[src/rtl/acd_pkg.sv]
package acd_pkg;

    localparam int unsigned RATE_CNT  = 9;
    localparam int unsigned RATIO_CNT = 13;
    localparam logic [3:0]  CODE_NONE = 4'hF;

    // Support limits expressed as (multiplier x ratio), per family base rate
    localparam int unsigned PROD_MIN_F0 = 32;   // 256 kHz / 8 kHz
    localparam int unsigned PROD_MIN_F1 = 48;   // 352.8 kHz / 7.35 kHz
    localparam int unsigned PROD_MAX    = 3072; // 24.576 MHz / 8 kHz = 22.5792 MHz / 7.35 kHz

    typedef enum logic [1:0] {
        ST_SEEK,
        ST_COLLECT,
        ST_LOCKED
    } acd_state_e;

    typedef struct packed {
        logic       fam;
        logic [3:0] ridx;
        logic [3:0] qidx;
        logic       sup;
    } acd_result_t;

    function automatic int unsigned rate_mult(input logic [3:0] idx);
        case (idx)
            4'd0:    return 1;
            4'd1:    return 2;
            4'd2:    return 3;
            4'd3:    return 4;
            4'd4:    return 6;
            4'd5:    return 12;
            4'd6:    return 24;
            4'd7:    return 48;
            4'd8:    return 96;
            default: return 0;
        endcase
    endfunction

    function automatic int unsigned ratio_val(input logic [3:0] idx);
        case (idx)
            4'd0:    return 16;
            4'd1:    return 24;
            4'd2:    return 32;
            4'd3:    return 48;
            4'd4:    return 64;
            4'd5:    return 96;
            4'd6:    return 128;
            4'd7:    return 192;
            4'd8:    return 256;
            4'd9:    return 384;
            4'd10:   return 512;
            4'd11:   return 1024;
            4'd12:   return 2048;
            default: return 0;
        endcase
    endfunction

    function automatic longint unsigned rate_hz(input logic fam, input logic [3:0] idx);
        longint unsigned base;
        base = fam ? 64'd7350 : 64'd8000;
        return base * longint'(rate_mult(idx));
    endfunction

endpackage

[src/rtl/acd_edge_sync.sv]
module acd_edge_sync #(
    parameter int unsigned STAGES = 2
) (
    input  logic clk,
    input  logic rst_n,
    input  logic d_i,
    output logic rise_o
);
    logic [STAGES-1:0] chain_q;
    logic              last_q;

    always_ff @(posedge clk or negedge rst_n) begin
        if (!rst_n) begin
            chain_q <= '0;
            last_q  <= 1'b0;
        end else begin
            chain_q <= {chain_q[STAGES-2:0], d_i};
            last_q  <= chain_q[STAGES-1];
        end
    end

    assign rise_o = chain_q[STAGES-1] & ~last_q;
endmodule

[src/rtl/acd_rate_match.sv]
module acd_rate_match
    import acd_pkg::*;
#(
    parameter longint unsigned REF_HZ = 49_152_000,
    parameter int unsigned     CW     = 17
) (
    input  logic          clk,
    input  logic          rst_n,
    input  logic [CW-1:0] per_i,
    output logic          hit_o,
    output logic          fam_o,
    output logic [3:0]    idx_o
);
    localparam int RC    = int'(RATE_CNT);
    localparam int SLOTS = 2 * RC;

    logic [SLOTS-1:0] hit;
    logic [63:0]      per_w;

    assign per_w = 64'(per_i);

    for (genvar f = 0; f < 2; f++) begin : g_fam
        for (genvar i = 0; i < RC; i++) begin : g_rate
            localparam longint unsigned DEN = rate_hz(1'(f), 4'(i)) * 64'd50;
            localparam longint unsigned LO  = (REF_HZ * 64'd49 + DEN - 64'd1) / DEN;
            localparam longint unsigned HI  = (REF_HZ * 64'd51) / DEN;
            assign hit[f*RC+i] = (per_w >= LO) && (per_w <= HI);
        end
    end

    always_comb begin
        hit_o = 1'b0;
        fam_o = 1'b0;
        idx_o = CODE_NONE;
        for (int k = 0; k < SLOTS; k++) begin
            if (hit[k] && !hit_o) begin
                hit_o = 1'b1;
                fam_o = (k >= RC);
                idx_o = 4'((k >= RC) ? (k - RC) : k);
            end
        end
    end

    assert_windows_disjoint_R2: assert property (@(posedge clk) disable iff (!rst_n)
        $onehot0(hit));
endmodule

[src/rtl/acd_ratio_match.sv]
module acd_ratio_match
    import acd_pkg::*;
#(
    parameter int unsigned CW = 12
) (
    input  logic [CW-1:0] cnt_i,
    output logic          hit_o,
    output logic [3:0]    idx_o
);
    localparam int QC = int'(RATIO_CNT);

    logic [QC-1:0] eq;
    logic [31:0]   cnt_w;

    assign cnt_w = 32'(cnt_i);

    for (genvar k = 0; k < QC; k++) begin : g_ratio
        assign eq[k] = (cnt_w == ratio_val(4'(k)));
    end

    always_comb begin
        hit_o = 1'b0;
        idx_o = CODE_NONE;
        for (int k = 0; k < QC; k++) begin
            if (eq[k] && !hit_o) begin
                hit_o = 1'b1;
                idx_o = 4'(k);
            end
        end
    end
endmodule

[src/rtl/audio_clk_autodet.sv]
module audio_clk_autodet
    import acd_pkg::*;
#(
    parameter longint unsigned REF_HZ   = 49_152_000,
    parameter int unsigned     LOSS_US  = 2000,
    parameter int unsigned     CH_COUNT = 4,
    parameter int unsigned     BCLK_CW  = 12
) (
    input  logic                clk,
    input  logic                rst_n,
    input  logic                fsync_i,
    input  logic                bclk_i,
    input  logic                ignore_err_i,
    input  logic                custom_clk_i,
    input  logic                host_rate_fam_i,
    input  logic [3:0]          host_rate_idx_i,
    output logic                rate_fam_o,
    output logic [3:0]          rate_idx_o,
    output logic [3:0]          ratio_idx_o,
    output logic                clk_err_irq_o,
    output logic [CH_COUNT-1:0] mute_req_o
);
    localparam longint unsigned LOSS_CYC = (REF_HZ * longint'(LOSS_US)) / 64'd1_000_000;
    localparam int unsigned     PER_CW   = $clog2(LOSS_CYC + 2);
    localparam logic [2:0]      STREAK   = 3'd4;

    // ---------------- edge detection in the reference domain
    logic fs_rise, bk_rise;

    acd_edge_sync #(.STAGES(2)) u_fs_sync (
        .clk(clk), .rst_n(rst_n), .d_i(fsync_i), .rise_o(fs_rise)
    );
    acd_edge_sync #(.STAGES(2)) u_bk_sync (
        .clk(clk), .rst_n(rst_n), .d_i(bclk_i), .rise_o(bk_rise)
    );

    acd_state_e state_q, state_n;

    // ---------------- frame period and bit-clock counters
    logic [PER_CW-1:0]  per_cnt, smp_per;
    logic [BCLK_CW-1:0] bk_cnt, smp_bk;
    logic               smp_v;
    logic               lost;

    assign lost = (per_cnt == PER_CW'(LOSS_CYC));

    always_ff @(posedge clk or negedge rst_n) begin
        if (!rst_n) begin
            per_cnt <= '0;
            bk_cnt  <= '0;
            smp_per <= '0;
            smp_bk  <= '0;
            smp_v   <= 1'b0;
        end else begin
            smp_v <= fs_rise && (state_q != ST_SEEK);
            if (fs_rise) begin
                smp_per <= per_cnt + 1'b1;
                smp_bk  <= bk_cnt;
                per_cnt <= '0;
                bk_cnt  <= bk_rise ? BCLK_CW'(1) : '0;
            end else begin
                if (!lost)
                    per_cnt <= per_cnt + 1'b1;
                if (bk_rise && (bk_cnt != '1))
                    bk_cnt <= bk_cnt + 1'b1;
            end
        end
    end

    // ---------------- classification
    logic       m_hit, m_fam, q_hit;
    logic [3:0] m_idx, q_idx;

    acd_rate_match #(.REF_HZ(REF_HZ), .CW(PER_CW)) u_rate (
        .clk(clk), .rst_n(rst_n), .per_i(smp_per),
        .hit_o(m_hit), .fam_o(m_fam), .idx_o(m_idx)
    );

    acd_ratio_match #(.CW(BCLK_CW)) u_ratio (
        .cnt_i(smp_bk), .hit_o(q_hit), .idx_o(q_idx)
    );

    acd_result_t cand;
    logic [31:0] prod;
    logic [31:0] prod_min;

    always_comb begin
        if (custom_clk_i) begin
            if (host_rate_idx_i <= 4'd8) begin
                cand.ridx = host_rate_idx_i;
                cand.fam  = host_rate_fam_i;
            end else begin
                cand.ridx = CODE_NONE;
                cand.fam  = 1'b0;
            end
        end else begin
            cand.ridx = m_hit ? m_idx : CODE_NONE;
            cand.fam  = m_hit ? m_fam : 1'b0;
        end
        cand.qidx = q_hit ? q_idx : CODE_NONE;
        prod      = rate_mult(cand.ridx) * ratio_val(cand.qidx);
        prod_min  = cand.fam ? PROD_MIN_F1 : PROD_MIN_F0;
        cand.sup  = (cand.ridx != CODE_NONE) && (cand.qidx != CODE_NONE)
                 && (prod >= prod_min) && (prod <= PROD_MAX);
    end

    // ---------------- streak tracking
    acd_result_t prev_q, lock_q;
    logic [2:0]  run_q;
    logic        err_q;
    logic        same_prev, lock_now;

    assign same_prev = (run_q != 3'd0) && (cand == prev_q);
    assign lock_now  = (state_q == ST_COLLECT) && smp_v && !lost
                    && same_prev && (run_q == STREAK - 3'd1);

    // ---------------- state register
    always_ff @(posedge clk or negedge rst_n) begin
        if (!rst_n) state_q <= ST_SEEK;
        else        state_q <= state_n;
    end

    always_comb begin
        state_n = state_q;
        unique case (state_q)
            ST_SEEK: begin
                if (fs_rise) state_n = ST_COLLECT;
            end
            ST_COLLECT: begin
                if (lost)          state_n = ST_SEEK;
                else if (lock_now) state_n = ST_LOCKED;
            end
            ST_LOCKED: begin
                if (lost)                          state_n = ST_SEEK;
                else if (smp_v && (cand != lock_q)) state_n = ST_COLLECT;
            end
            default: state_n = ST_SEEK;
        endcase
    end

    // ---------------- outputs and held status
    always_ff @(posedge clk or negedge rst_n) begin
        if (!rst_n) begin
            prev_q <= '{fam: 1'b0, ridx: CODE_NONE, qidx: CODE_NONE, sup: 1'b0};
            lock_q <= '{fam: 1'b0, ridx: CODE_NONE, qidx: CODE_NONE, sup: 1'b0};
            run_q  <= 3'd0;
            err_q  <= 1'b0;
        end else if (lost) begin
            run_q <= 3'd0;
            err_q <= 1'b1;
        end else if (smp_v) begin
            prev_q <= cand;
            if (same_prev) begin
                if (run_q < STREAK) run_q <= run_q + 3'd1;
            end else begin
                run_q <= 3'd1;
            end
            if (lock_now) begin
                lock_q <= cand;
                err_q  <= !cand.sup;
            end
        end
    end

    always_comb begin
        rate_fam_o    = lock_q.fam;
        rate_idx_o    = lock_q.ridx;
        ratio_idx_o   = lock_q.qidx;
        clk_err_irq_o = err_q & ~ignore_err_i;
        mute_req_o    = {CH_COUNT{clk_err_irq_o}};
    end

    // ---------------- assertions
    assert_status_on_lock_R8: assert property (@(posedge clk) disable iff (!rst_n)
        (lock_q != $past(lock_q)) |-> ($past(state_q) == ST_COLLECT && state_q == ST_LOCKED));

    assert_err_clear_on_lock_R8: assert property (@(posedge clk) disable iff (!rst_n)
        $fell(err_q) |-> ($past(state_q) == ST_COLLECT && state_q == ST_LOCKED));

    assert_streak_bound_R8: assert property (@(posedge clk) disable iff (!rst_n)
        run_q <= STREAK);

    assert_loss_to_seek_R11: assert property (@(posedge clk) disable iff (!rst_n)
        (lost && !fs_rise) |=> (state_q == ST_SEEK && err_q));

    assert_locked_hold_R8: assert property (@(posedge clk) disable iff (!rst_n)
        (state_q == ST_LOCKED && !smp_v) |=> $stable(lock_q));
endmodule

[config.mk]
export PLATFORM = sky130hd
export DESIGN_NAME = audio_clk_autodet
export DESIGN_NICKNAME = d
export VERILOG_FILES = /design/src/rtl/acd_pkg.sv /design/src/rtl/acd_edge_sync.sv /design/src/rtl/acd_rate_match.sv /design/src/rtl/acd_ratio_match.sv /design/src/rtl/audio_clk_autodet.sv
export SDC_FILE = /design/constraint.sdc
export NUM_CORES = 1
export LEC_CHECK = 0
export BUFFER_PORTS_ARGS = -buffer_cell sky130_fd_sc_hd__buf_2
export CAP_MARGIN = 10
export CELL_PAD_IN_SITES_DETAIL_PLACEMENT = 0
export CELL_PAD_IN_SITES_GLOBAL_PLACEMENT = 1
export CORE_ASPECT_RATIO = 1.4
export CORE_UTILIZATION = 50
export CTS_CLUSTER_DIAMETER = 120
export DETAILED_ROUTE_END_ITERATION = 6
export HOLD_SLACK_MARGIN = 0.05
export PLACE_DENSITY_LB_ADDON = 0.1
export SYNTH_ARGS = -nofsm -noshare
export SYNTH_HDL_FRONTEND = slang
export SYNTH_SLANG_ARGS = --single-unit
[constraint.sdc]
create_clock -name clk -period 13.55 [get_ports clk]
set_input_delay 2.71 -clock clk [delete_from_list [all_inputs] [get_ports clk]]
set_output_delay 2.71 -clock clk [all_outputs]
set_load 0.02 [all_outputs]
==> impl_metrics.tcl <==
set metrics [dict create \
    coreArea_um2 17470 \
    min_period_over_period_pct 90.55 \
    period_needed_ns 12.27 \
    start_util_pct 51.36 \
    tns_ns 0 \
    drt-total-wl_mm 22.65 \
    synth_compound_area_share_pct 13.20 \
    ys_warn_count 0 \
    yosysSeqAreaShare_pct 25.60 \
    io_buffers 24 \
    syn_inst 1050 \
    cp_common_cell "fa_1" \
    routabilityCongestion 0.9515 \
    numCtsBuffers 9 \
    insertion_delay_ns 0.35 \
    cts_setup_buffers 0 \
    path_clk_slew_ns 0.07 \
    status "completed" \
    synth_fa_ha_area_share_pct 21.83 \
    min_path_type "flip-flop to flip-flop" \
    power_w 0.0007314 \
    fp.dieH_um 160.5 \
    antenna_found_initial 0 \
    yosysMostFrequentCell "nand2_1" \
    syn_area_um2 8974 \
    dieArea_um2 18490 \
    vias 7512 \
    dp_hpwl_mm 17.90 \
    synth-xor-area-share_pct 4.392 \
    gr-usage-all-layers_pct 25.51 \
    use_met1_pct 28.86 \
    cp.arrival_ns 12.50 \
    rows 57 \
    synth_nets 1196 \
    critPathRequiredTime_ns 13.78 \
    synth_ff_type "dfrtp_1" \
    routedWlPerCell_um 17.81 \
    clock_skew_ns 0.01479 \
    power.leakage_nw 4.664 \
    yosys-top-cells-area "dfrtp_1 21%, ha_1 14%, fa_1 8.0%, nand2_1 5.2%, dfstp_2 4.7%" \
    top_usage_layer "met2" \
    vias_per_cell 5.906 \
    grt_overflow 0 \
    synth_common_cells "124 x nand2_1, 99 x ha_1, 96 x nor2_1" \
    avgSynthCellArea_um2 8.546 \
    dr.pass1.iters 5 \
    cp_slowest_cell "nor4_4" \
    synth_cell_types 85 \
    hold_viol_final 0 \
    synth_top_family_by_area "simple AND/OR/NAND/NOR gates" \
    route.detailed.drc 0 \
    power_density_nw_per_um2 77.44 \
    use_met3_pct 3.132 \
    route.antenna.remaining_nets 0 \
    cts_tree "built" \
    ctsResizeCount 0 \
    area_growth_pct 5.257 \
    synthMuxAreaShare_pct 1.771 \
    yosys.area.top_type_share_pct 20.91 \
    vdd_drop_max_v 0.00008728 \
    use_met2_pct 46.66 \
    holdBufCountCts 0 \
    htree_levels 3 \
    cp_max_fo 17 \
    nNetsFinal 1177 \
    fmax_ghz 0.08150 \
    end_kind "flip-flop" \
    crit_family "simple AND/OR/NAND/NOR gates" \
    max-slew-margin-rel_pct 24.24 \
    fill_cells 1679 \
    cts_root_buf "clkbuf_16" \
    rsz0062_at_grt "no" \
    worst-setup-path-type "primary input to flip-flop" \
    grt_pass1_vias 7288 \
    start_kind "primary input" \
    max_cap_violations 0 \
    finalSetupViolCount 0 \
    grt_max_degree 51 \
    synth_largest_area_cell "dfrtp_1" \
    yosys.area_share.simple_pct 26.45 \
    drive_gt1_share_pct 9.073 \
    cp_slowest_stage_delay_ns 0.84 \
    ys_async_sr_fraction_pct 100.0 \
    diodes 0 \
    ys_seq_elements 91 \
    grt_first_pass_wirelength_mm 36.78 \
    numClockSinks 91 \
    path_buf_inv 5 \
    pin_count 25 \
    clock_path_buffers 2 \
    synth_edf_count 0 \
    drtIter0Drc 407 \
    fp.dieW_um 115.2 \
    worst_pin_slew_ns 1.126 \
    drv_slew 0 \
]
logic make-up (layout without fill, tap and decap cells):
group	after synthesis	after routing
fa+ha+maj	135	135
flops	91	91
mux	15	15
simple gates	456	456
compound gates	173	173
xor+xnor	45	45
buf+inv	135	121
cell usage in the layout, fill, tap and decap left out, types with 8 or more instances in the layout:
cell type,n
and3_1,16
a21oi_1,32
o21a_1,9
or4_1,12
dfrtp_1,75
nor4_1,22
nor4b_1,12
mux2i_1,8
and2_1,13
dfstp_2,16
nor2b_1,16
nand4_1,14
xor2_1,27
buf_4,11
inv_1,71
xnor2_1,18
o21ai_0,51
fa_1,36
ha_1,99
buf_2,23
nand3_1,33
nand2_1,124
nor3_1,37
o31ai_1,8
clkbuf_16,9
nor2_1,96
nand2b_1,11
power by group:
part | total (W) | internal [W] | switching, W
logic | 0.000125 | 0.0000467 | 0.0000779
registers | 0.000341 | 0.000295 | 0.0000467
clock network | 0.000265 | 0.000152 | 0.000113
total | 0.000731 | 0.000493 | 0.000238
worst paths after layout:
check                                               start                             end  slack, ns  depth (start not counted)
min in group asynchronous                           rst_n  u_fs_sync.chain_q[0]$_DFF_PN0_       2.35                          1
max                                    host_rate_idx_i[3]          state_q[0]$_DFFE_PN0P_       1.28                         34
max in group asynchronous                           rst_n                 smp_v$_DFF_PN0_      10.17                          2
max reg2reg                        smp_per[3]$_DFFE_PN0P_          state_q[0]$_DFFE_PN0P_       1.72                         34
min                        u_fs_sync.chain_q[0]$_DFF_PN0_  u_fs_sync.chain_q[1]$_DFF_PN0_       0.35                          0
min reg2reg                u_fs_sync.chain_q[0]$_DFF_PN0_  u_fs_sync.chain_q[1]$_DFF_PN0_       0.35                          0
flip-flops by register name, indices dropped and copies added, names as in the netlist:
name               cells
smp_v                  1
err_q                  1
per_cnt               17
run_q                  3
u_fs_sync.last_q       1
ratio_idx_o            4
u_bk_sync.chain_q      2
u_fs_sync.chain_q      2
smp_per               17
bk_cnt                12
u_bk_sync.last_q       1
rate_idx_o             4
state_q                2
rate_fam_o             1
smp_bk                12
lock_q                 1
prev_q                10
layout make-up:
type | count | area [µm²] | share of cell area, %
clock buffers | 10 | 239.0 | 2.530
inverters | 71 | 266.5 | 2.822
multi-input cells | 824 | 6073 | 64.30
repair buffers | 34 | 197.7 | 2.093
clock inverters | 6 | 76.32 | 0.8081
well taps | 236 | 295.3 | 3.126
flip-flops and latches | 91 | 2297 | 24.32
per-stage QoR:
stage               cell area, µm²  hold slack (ns)  std cells  utilization, %  setup slack, ns
floorplan                     8974           0.3312       1050               -            2.186
finish                        9445           0.3486       1272           54.06            1.281
global route                  9445           0.3596       1272           54.06           0.6798
CTS                           9445           0.3512       1272           54.06            1.291
global placement              9130           0.3338       1256           52.25            1.069
detailed placement            9130           0.3347       1256           52.25           0.9345
per-layer routing:
metal  vias to the layer above  wire (µm)
li1                       3672          -
met1                      3585       8834
met2                       199      12080
met3                        56        798
met4                         0        942
met5                         -          0
Note: power is estimated with default switching activity, not from simulation.
